$ cat config.mk
export PLATFORM = sky130hd
export DESIGN_NAME = flash_sr_sequencer
export DESIGN_NICKNAME = d
export VERILOG_FILES = /design/src/rtl/srseq_pkg.sv /design/src/rtl/srseq_control.sv /design/src/rtl/srseq_datapath.sv /design/src/rtl/flash_sr_sequencer.sv
export SDC_FILE = /design/constraint.sdc
export NUM_CORES = 1
export LEC_CHECK = 0
export ABC_AREA = 1
export BUFFER_PORTS_ARGS = -buffer_cell sky130_fd_sc_hd__buf_2
export CORE_MARGIN = 4
export CORE_UTILIZATION = 57
export CTS_CLUSTER_SIZE = 8
export DETAILED_ROUTE_END_ITERATION = 12
export GPL_ROUTABILITY_DRIVEN = 0
export GPL_TIMING_DRIVEN = 0
export PLACE_DENSITY = 0.85
export SLEW_MARGIN = 20
export SYNTH_ARGS = -nofsm -noshare
export SYNTH_HDL_FRONTEND = slang
export SYNTH_HIERARCHICAL = 1
export SYNTH_SLANG_ARGS = --single-unit
$ cat constraint.sdc
create_clock -name clk -period 2.65 [get_ports clk]
set_clock_uncertainty 0.05 [all_clocks]
set_input_delay 0 -clock clk [delete_from_list [all_inputs] [get_ports clk]]
set_output_delay 0 -clock clk [all_outputs]
set_load 0.02 [all_outputs]
$ cat src/rtl/srseq_pkg.sv
package srseq_pkg;

  localparam logic [7:0] OPC_WREN   = 8'h06;
  localparam logic [7:0] OPC_VWREN  = 8'h50;
  localparam logic [7:0] OPC_RD1    = 8'h05;
  localparam logic [7:0] OPC_RD2    = 8'h35;
  localparam logic [7:0] OPC_RD3    = 8'h15;
  localparam logic [7:0] OPC_WR1    = 8'h01;
  localparam logic [7:0] OPC_WR2    = 8'h31;
  localparam logic [7:0] OPC_WR3    = 8'h11;
  localparam logic [7:0] DUMMY_BYTE = 8'hFF;

  localparam int BUSY_BIT = 0;
  localparam int QE_BIT   = 1;

  typedef enum logic [1:0] {
    OP_READ    = 2'd0,
    OP_WRITE   = 2'd1,
    OP_QUAD_EN = 2'd2,
    OP_POLL    = 2'd3
  } seqOp_t;

  typedef enum logic [1:0] {
    FR_READ  = 2'd0,
    FR_WREN  = 2'd1,
    FR_VWREN = 2'd2,
    FR_WRITE = 2'd3
  } frameKind_t;

  typedef enum logic [1:0] {
    TX_OPC   = 2'd0,
    TX_DUMMY = 2'd1,
    TX_SR1   = 2'd2,
    TX_VAL   = 2'd3
  } txSel_t;

  // Strobes from control to datapath
  typedef struct packed {
    logic       latchVal;
    logic       csLow;
    logic       csHigh;
    logic       send;
    txSel_t     txSel;
    logic [7:0] opc;
    logic       capSr1;
    logic       capRmw;
    logic       capRd;
    logic       resultFromVal;
    logic       finOk;
    logic       finErr;
  } dpCtrl_t;

  function automatic logic [7:0] rdOpcode(input logic [1:0] r);
    case (r)
      2'd1:    rdOpcode = OPC_RD1;
      2'd2:    rdOpcode = OPC_RD2;
      2'd3:    rdOpcode = OPC_RD3;
      default: rdOpcode = DUMMY_BYTE;
    endcase
  endfunction

  function automatic logic [7:0] wrOpcode(input logic [1:0] r);
    case (r)
      2'd1:    wrOpcode = OPC_WR1;
      2'd2:    wrOpcode = OPC_WR2;
      2'd3:    wrOpcode = OPC_WR3;
      default: wrOpcode = DUMMY_BYTE;
    endcase
  endfunction

endpackage

$ cat src/rtl/srseq_control.sv
module srseq_control
  import srseq_pkg::*;
#(
  parameter int GAP_CYCLES = 4
) (
  input  logic       clk,
  input  logic       rstN,
  input  logic       start,
  input  logic [1:0] opSel,
  input  logic [1:0] regSel,
  input  logic       skipWel,
  input  logic       combineSr2,
  input  logic       shDone,
  input  logic       rxBusyBit,
  output dpCtrl_t    ctrl,
  output logic       busy
);

  localparam int GCW = $clog2(GAP_CYCLES + 1);
  localparam logic [GCW-1:0] GAP_LAST = GCW'(GAP_CYCLES - 1);

  typedef enum logic [2:0] {
    S_IDLE, S_SEND, S_WAIT, S_GAP, S_FIN, S_ERR
  } state_t;

  state_t     state;
  frameKind_t kind;
  seqOp_t     opQ;
  logic [1:0] byteIdx;
  logic [1:0] curReg;
  logic [1:0] regQ;
  logic       skipQ;
  logic       combQ;
  logic       rmwPend;
  logic       goFin;
  logic [GCW-1:0] gapCnt;

  // frame bookkeeping
  logic       combWr;
  logic [1:0] lastIdx;
  logic       frameEnd;
  logic       gapDone;
  frameKind_t writeEntry;
  frameKind_t nextKind;
  logic [1:0] nextCur;
  logic       nextRmw;
  logic       endFin;

  // start decode
  seqOp_t     opIn;
  logic       startSeen;
  logic       badSel;
  frameKind_t startKind;
  logic [1:0] startCur;
  logic [1:0] startReg;
  logic       startRmw;

  assign busy = (state != S_IDLE);

  always_comb begin
    opIn      = seqOp_t'(opSel);
    startSeen = start && (state == S_IDLE);
    badSel    = (regSel == 2'd0) && ((opIn == OP_READ) || (opIn == OP_WRITE));
    startKind = FR_READ;
    startCur  = 2'd1;
    startReg  = regSel;
    startRmw  = 1'b0;
    case (opIn)
      OP_READ:    startCur = regSel;
      OP_POLL:    startReg = 2'd1;
      OP_QUAD_EN: begin
        startCur = 2'd2;
        startReg = 2'd2;
        startRmw = 1'b1;
      end
      default: begin
        if (!((regSel == 2'd2) && combineSr2))
          startKind = skipWel ? FR_VWREN : FR_WREN;
      end
    endcase
  end

  always_comb begin
    combWr     = combQ && (regQ == 2'd2);
    writeEntry = skipQ ? FR_VWREN : FR_WREN;
    case (kind)
      FR_READ:  lastIdx = 2'd1;
      FR_WRITE: lastIdx = combWr ? 2'd2 : 2'd1;
      default:  lastIdx = 2'd0;
    endcase
    frameEnd = (state == S_WAIT) && shDone && (byteIdx == lastIdx);
    gapDone  = (gapCnt == GAP_LAST);

    endFin   = 1'b0;
    nextKind = kind;
    nextCur  = curReg;
    nextRmw  = rmwPend;
    case (kind)
      FR_READ: begin
        if (opQ == OP_READ) begin
          endFin = 1'b1;
        end else if (opQ == OP_POLL) begin
          endFin = !rxBusyBit;
        end else if (rmwPend && combWr) begin
          nextCur = 2'd1;
          nextRmw = 1'b0;
        end else begin
          nextKind = writeEntry;
          nextRmw  = 1'b0;
        end
      end
      FR_WREN:  nextKind = FR_VWREN;
      FR_VWREN: nextKind = FR_WRITE;
      default:  endFin   = 1'b1;
    endcase
  end

  // strobes
  always_comb begin
    ctrl = '0;
    case (kind)
      FR_READ: begin
        ctrl.opc   = rdOpcode(curReg);
        ctrl.txSel = (byteIdx == 2'd0) ? TX_OPC : TX_DUMMY;
      end
      FR_WREN:  ctrl.opc = OPC_WREN;
      FR_VWREN: ctrl.opc = OPC_VWREN;
      default: begin
        ctrl.opc = combWr ? OPC_WR1 : wrOpcode(regQ);
        if (byteIdx == 2'd0)      ctrl.txSel = TX_OPC;
        else if (byteIdx == 2'd1) ctrl.txSel = combWr ? TX_SR1 : TX_VAL;
        else                      ctrl.txSel = TX_VAL;
      end
    endcase
    ctrl.send     = (state == S_SEND);
    ctrl.latchVal = startSeen && !badSel;
    ctrl.csLow    = (startSeen && !badSel) ||
                    ((state == S_GAP) && gapDone && !goFin);
    ctrl.csHigh   = frameEnd;
    if (frameEnd && (kind == FR_READ)) begin
      if ((opQ == OP_READ) || (opQ == OP_POLL)) ctrl.capRd  = 1'b1;
      else if (rmwPend)                         ctrl.capRmw = 1'b1;
      else                                      ctrl.capSr1 = 1'b1;
    end
    ctrl.finOk         = (state == S_FIN);
    ctrl.finErr        = (state == S_ERR);
    ctrl.resultFromVal = (state == S_FIN) &&
                         ((opQ == OP_WRITE) || (opQ == OP_QUAD_EN));
  end

  always_ff @(posedge clk) begin
    if (!rstN) begin
      state   <= S_IDLE;
      kind    <= FR_READ;
      opQ     <= OP_READ;
      byteIdx <= '0;
      curReg  <= 2'd1;
      regQ    <= 2'd1;
      skipQ   <= 1'b0;
      combQ   <= 1'b0;
      rmwPend <= 1'b0;
      goFin   <= 1'b0;
      gapCnt  <= '0;
    end else begin
      case (state)
        S_IDLE: begin
          if (startSeen) begin
            if (badSel) begin
              state <= S_ERR;
            end else begin
              state   <= S_SEND;
              opQ     <= opIn;
              kind    <= startKind;
              curReg  <= startCur;
              regQ    <= startReg;
              rmwPend <= startRmw;
              skipQ   <= skipWel;
              combQ   <= combineSr2;
              byteIdx <= '0;
            end
          end
        end
        S_SEND: state <= S_WAIT;
        S_WAIT: begin
          if (shDone) begin
            if (byteIdx == lastIdx) begin
              state   <= S_GAP;
              gapCnt  <= '0;
              goFin   <= endFin;
              kind    <= nextKind;
              curReg  <= nextCur;
              rmwPend <= nextRmw;
              byteIdx <= '0;
            end else begin
              byteIdx <= byteIdx + 2'd1;
              state   <= S_SEND;
            end
          end
        end
        S_GAP: begin
          if (gapDone) state <= goFin ? S_FIN : S_SEND;
          else         gapCnt <= gapCnt + 1'b1;
        end
        default: state <= S_IDLE;
      endcase
    end
  end

  // a start while busy leaves the captured operation untouched
  assert_busy_start_ignored_R11: assert property (@(posedge clk) disable iff (!rstN)
    (busy && start) |=> ($stable(opQ) && $stable(regQ)));

  // an error completion never issues a byte
  assert_err_no_send_R10: assert property (@(posedge clk) disable iff (!rstN)
    (state == S_ERR) |-> !ctrl.send);

endmodule

$ cat src/rtl/srseq_datapath.sv
module srseq_datapath
  import srseq_pkg::*;
#(
  parameter int GAP_CYCLES = 4
) (
  input  logic       clk,
  input  logic       rstN,
  input  dpCtrl_t    ctrl,
  input  logic [7:0] writeVal,
  input  logic       shDone,
  input  logic [7:0] shRx,
  output logic       rxBusyBit,
  output logic       csN,
  output logic       wpN,
  output logic       holdN,
  output logic       shStart,
  output logic [7:0] shTx,
  output logic [7:0] rdValue,
  output logic       done,
  output logic       error
);

  localparam int GCW = $clog2(GAP_CYCLES + 1);
  localparam logic [GCW-1:0] GAP_SAT = GCW'(GAP_CYCLES);
  localparam logic [7:0] QE_MASK = 8'(1 << QE_BIT);

  logic [7:0] valReg;
  logic [7:0] sr1Reg;
  logic [7:0] txByte;
  logic [GCW-1:0] highRun;

  assign wpN       = 1'b1;
  assign holdN     = 1'b1;
  assign rxBusyBit = shRx[BUSY_BIT];

  always_comb begin
    case (ctrl.txSel)
      TX_OPC:   txByte = ctrl.opc;
      TX_DUMMY: txByte = DUMMY_BYTE;
      TX_SR1:   txByte = sr1Reg;
      default:  txByte = valReg;
    endcase
  end

  always_ff @(posedge clk) begin
    if (!rstN) begin
      valReg  <= '0;
      sr1Reg  <= '0;
      rdValue <= '0;
      csN     <= 1'b1;
      shStart <= 1'b0;
      shTx    <= '0;
      done    <= 1'b0;
      error   <= 1'b0;
      highRun <= GAP_SAT;
    end else begin
      if (ctrl.latchVal)    valReg <= writeVal;
      else if (ctrl.capRmw) valReg <= shRx | QE_MASK;
      if (ctrl.capSr1)      sr1Reg <= shRx;
      if (ctrl.capRd)              rdValue <= shRx;
      else if (ctrl.resultFromVal) rdValue <= valReg;
      if (ctrl.csLow)       csN <= 1'b0;
      else if (ctrl.csHigh) csN <= 1'b1;
      shStart <= ctrl.send;
      if (ctrl.send) shTx <= txByte;
      done  <= ctrl.finOk | ctrl.finErr;
      error <= ctrl.finErr;
      if (!csN)                  highRun <= '0;
      else if (highRun != GAP_SAT) highRun <= highRun + 1'b1;
    end
  end

  // chip select stays high long enough between frames
  assert_cs_gap_R8: assert property (@(posedge clk) disable iff (!rstN)
    $fell(csN) |-> (highRun == GAP_SAT));

  // shifter activity only inside a frame
  assert_shift_in_frame_R8: assert property (@(posedge clk) disable iff (!rstN)
    (shStart || shDone) |-> !csN);

  // error is only ever reported with done
  assert_error_with_done_R10: assert property (@(posedge clk) disable iff (!rstN)
    error |-> done);

  // done is a single-cycle pulse
  assert_done_pulse_R12: assert property (@(posedge clk) disable iff (!rstN)
    done |=> !done);

endmodule

$ cat src/rtl/flash_sr_sequencer.sv
module flash_sr_sequencer
  import srseq_pkg::*;
#(
  parameter int GAP_CYCLES = 4
) (
  input  logic       clk,
  input  logic       rstN,
  input  logic       start,
  input  logic [1:0] opSel,
  input  logic [1:0] regSel,
  input  logic [7:0] writeVal,
  input  logic       skipWel,
  input  logic       combineSr2,
  output logic       busy,
  output logic       done,
  output logic       error,
  output logic [7:0] rdValue,
  output logic       csN,
  output logic       wpN,
  output logic       holdN,
  output logic       shStart,
  output logic [7:0] shTx,
  input  logic       shDone,
  input  logic [7:0] shRx
);

  dpCtrl_t ctrl;
  logic    rxBusyBit;

  srseq_control #(.GAP_CYCLES(GAP_CYCLES)) uCtrl (
    .clk(clk), .rstN(rstN), .start(start), .opSel(opSel), .regSel(regSel),
    .skipWel(skipWel), .combineSr2(combineSr2), .shDone(shDone),
    .rxBusyBit(rxBusyBit), .ctrl(ctrl), .busy(busy)
  );

  srseq_datapath #(.GAP_CYCLES(GAP_CYCLES)) uDp (
    .clk(clk), .rstN(rstN), .ctrl(ctrl), .writeVal(writeVal),
    .shDone(shDone), .shRx(shRx), .rxBusyBit(rxBusyBit), .csN(csN),
    .wpN(wpN), .holdN(holdN), .shStart(shStart), .shTx(shTx),
    .rdValue(rdValue), .done(done), .error(error)
  );

  // no frame is open while the block is idle
  assert_idle_cs_high_R8: assert property (@(posedge clk) disable iff (!rstN)
    !busy |-> csN);

endmodule

==> impl_metrics.yaml <==
outcome:
  status: "finished, final reports clean"
global_routing:
  grt_util_all_layers_pct: 24.1
  antenna_found_initial: 0
  grt_pass1_vias: 3292
  grt-ovfl-total: 0
  grt_pass1_wl_um: 14200
  grt_max_degree: 19
cts:
  root_buffer: "clkbuf_8"
  cts.sinks: 56
  worstSkewPairLatency_ns: 0.31
  clockBufferDepth: 2
  cts_tree: "done"
  cts_buffers: 5
  htree_levels: 2
  path_clk_slew_ns: 0.11
power:
  powerDensity_nw_per_um2: 639
  ir_drop_mv: 0.415
  finalPower_uw: 2470
  leakage_uw: 0.00194
drt:
  ant_nets: 0
  drt_pass1_iterations: 5
  drt-initial-drc-count: 230
  viasPerCell: 5.39
  drt-total-wl_um: 8380
  vias: 3336
  detail_route.wl_per_cell_um: 13.5
  drc: 0
placement:
  pre_cts_ws_ns: 0.0389
  port_buffers: 45
  hpwl_um: 6030
sta:
  drv_slew: 0
  min_period_ns: 2.45
  finalSetupTns_ns: 0
  post-route-period-util_pct: 92.6
  setup_viol: 0
  finalHoldViolations: 0
  rsz0062_at_grt: "false"
  setup_slack_ns: 0.197
  fmax_mhz: 408
floorplanning:
  fp.dieW_um: 83.1
  rows: 27
  initial_core_util_pct: 58.7
  core_um2: 5470
  die_y_um: 83.1
  ios: 49
  fp.dieArea_um2: 6900
synth:
  synth_ff_type: "dfxtp_1"
  synth_top_family_by_area: "simple AND/OR/NAND/NOR gates"
  synth_fa_ha_area_share_pct: 4.28
  synth_compound_area_share_pct: 15.6
  yosys_warnings: 6
  netlist_area_um2: 3210
  syn_area_per_cell_um2: 6.84
  synth-edff-count: 0
  synth_xor_area_share_pct: 0
  synth_largest_area_cell: "dfxtp_1"
  synth_top_area_share_pct: 34.9
  synthTopCellsByArea: "dfxtp_1 35%, nand2_1 12%, inv_1 7.7%"
  synth_seq_cells: 56
  synthArstFlopShare_pct: 0
  synth_cells: 470
  synthSimpleGateAreaFrac_pct: 31.5
  yosysSeqAreaShare_pct: 34.9
  muxShareOfSynthArea_pct: 0
  synth_cell_types: 36
cells_and_area:
  drive_gt1_share_pct: 20.8
  final_nets: 583
  area_growth_syn_to_layout_pct: 20.6
  final_common_cell: "nand2_1"
  n_antenna_cell: 0
  fill_cells: 449
  final_cell_mix: "101 x nand2_1, 66 x inv_1, 54 x dfxtp_1, 52 x buf_2, 36 x nor2_1"
critical_path:
  setup.worst_path.class: "flip-flop to flip-flop"
  cp-end-kind: "flip-flop"
  startpoint: "uCtrl/kind[1]$_SDFFE_PN0P_"
  critPathMaxFanout: 10
  start_kind: "flip-flop"
  worstReg2RegStart: "uCtrl/kind[1]$_SDFFE_PN0P_"
  required_ns: 2.82
  arrival_ns: 2.62
min_path:
  holdCritStartpoint: "start"
  hold_class: "input port to flip-flop"
run:
  cap_violations: 0
[area by class of cell]
type	instances	area, um2	area share (%)
Multi-Input combinational cell	320	1680	43.2
Clock inverter	3	22.5	0.581
Inverter	73	282	7.27
Clock buffer	5	68.8	1.78
Tap cell	72	90.1	2.32
Timing Repair Buffer	68	450	11.6
Sequential cell	56	1120	29.0
Buffer	22	163	4.20
[Yosys cell counts (all sizes together), types with 2 or more instances]
cell type and instances:
nand2 110, inv 73, dfxtp 56, o21ai 46, nor2 44, a21oi 38, nand3 38, buf 21
nor3 16, ha 11, nand4 5, a211oi 2, o211ai 2
[critical path: stages (launching register included)]
cell and delay (ns):
dfxtp_2 0.37, inv_1 0.08, ha_2 0.39, inv_1 0.09, nand2_1 0.09, nand3_1 0.10, nand2_2 0.12, nand3_2 0.11
inv_2 0.10, nand2_1 0.13, nor2_1 0.15, buf_6 0.15, clkbuf_4 0.21, a21oi_1 0.09, o21ai_1 0.09, nor2_1 0.05
[registers in the layout (all words and copies together) (netlist names)]
name / cells
uCtrl/skipQ: 1
uCtrl/opQ: 2
uCtrl/regQ: 2
uCtrl/byteIdx: 2
uDp/rdValue: 8
uDp/csN: 1
uCtrl/combQ: 1
uDp/shStart: 1
uDp/sr1Reg: 8
uCtrl/curReg: 2
uCtrl/goFin: 1
uCtrl/rmwPend: 1
uDp/shTx: 8
uDp/error: 1
uCtrl/gapCnt: 3
uCtrl/kind: 2
uDp/done: 1
uDp/valReg: 8
uCtrl/state: 3
[stage by stage]
| step | util [%] | cell area, um2 | std cells | hold WS, ns |
|---|---|---|---|---|
| after floorplan | - | 3220 | 471 | 0.0884 |
| after global placement | 64.5 | 3530 | 588 | 0.229 |
| after detailed placement | 64.5 | 3530 | 588 | 0.231 |
| after CTS | 70.1 | 3830 | 617 | 0.00654 |
| after global routing | 70.8 | 3870 | 619 | 0.0117 |
| final | 70.8 | 3870 | 619 | 0.0142 |
[path summary, 6_finish.rpt]
kind,end,slack (ns),depth (start not counted)
worst min register to register,uCtrl/curReg[0]$_SDFFE_PN1P_,0.43,2
worst min-delay path,uCtrl/state[0]$_SDFFE_PN0P_,0.01,3
worst max-delay path,uDp/rdValue[2]$_SDFFE_PN0P_,0.20,15
worst max register to register,uDp/rdValue[2]$_SDFFE_PN0P_,0.20,15
[logic make-up after synthesis]
kind of cell,Yosys count
compound gates,92
fa+ha+maj,11
buf+inv,95
flops,56
other cells,1
simple gates,215
[power breakdown]
part	leakage, uW	total [uW]	switching, uW	internal [uW]
clock network	0.0000485	485	295	190
registers	0.000458	1030	81.1	948
logic	0.00144	961	611	350
[layer usage]
layer  global-route usage (%)  vias up  share of wire (%)
met5                        0        -                  0
met4                     8.92        0                2.9
met3                     4.07       30                6.0
met2                     42.6      149                 50
met1                     29.3     1507                 41
li1                         -     1650                  -
[what timing repair did]
| item | 4_1_cts | 5_1_grt |
|---|---|---|
| endpoints found under the hold margin | 22 | 0 |
| endpoints found under the setup margin | 0 | 23 |
| gates resized for setup | 0 | 8 |
| hold buffers | 21 | 0 |
| buffers inserted | 0 | 2 |
No activity file was read; power rests on OpenSTA's default activity.
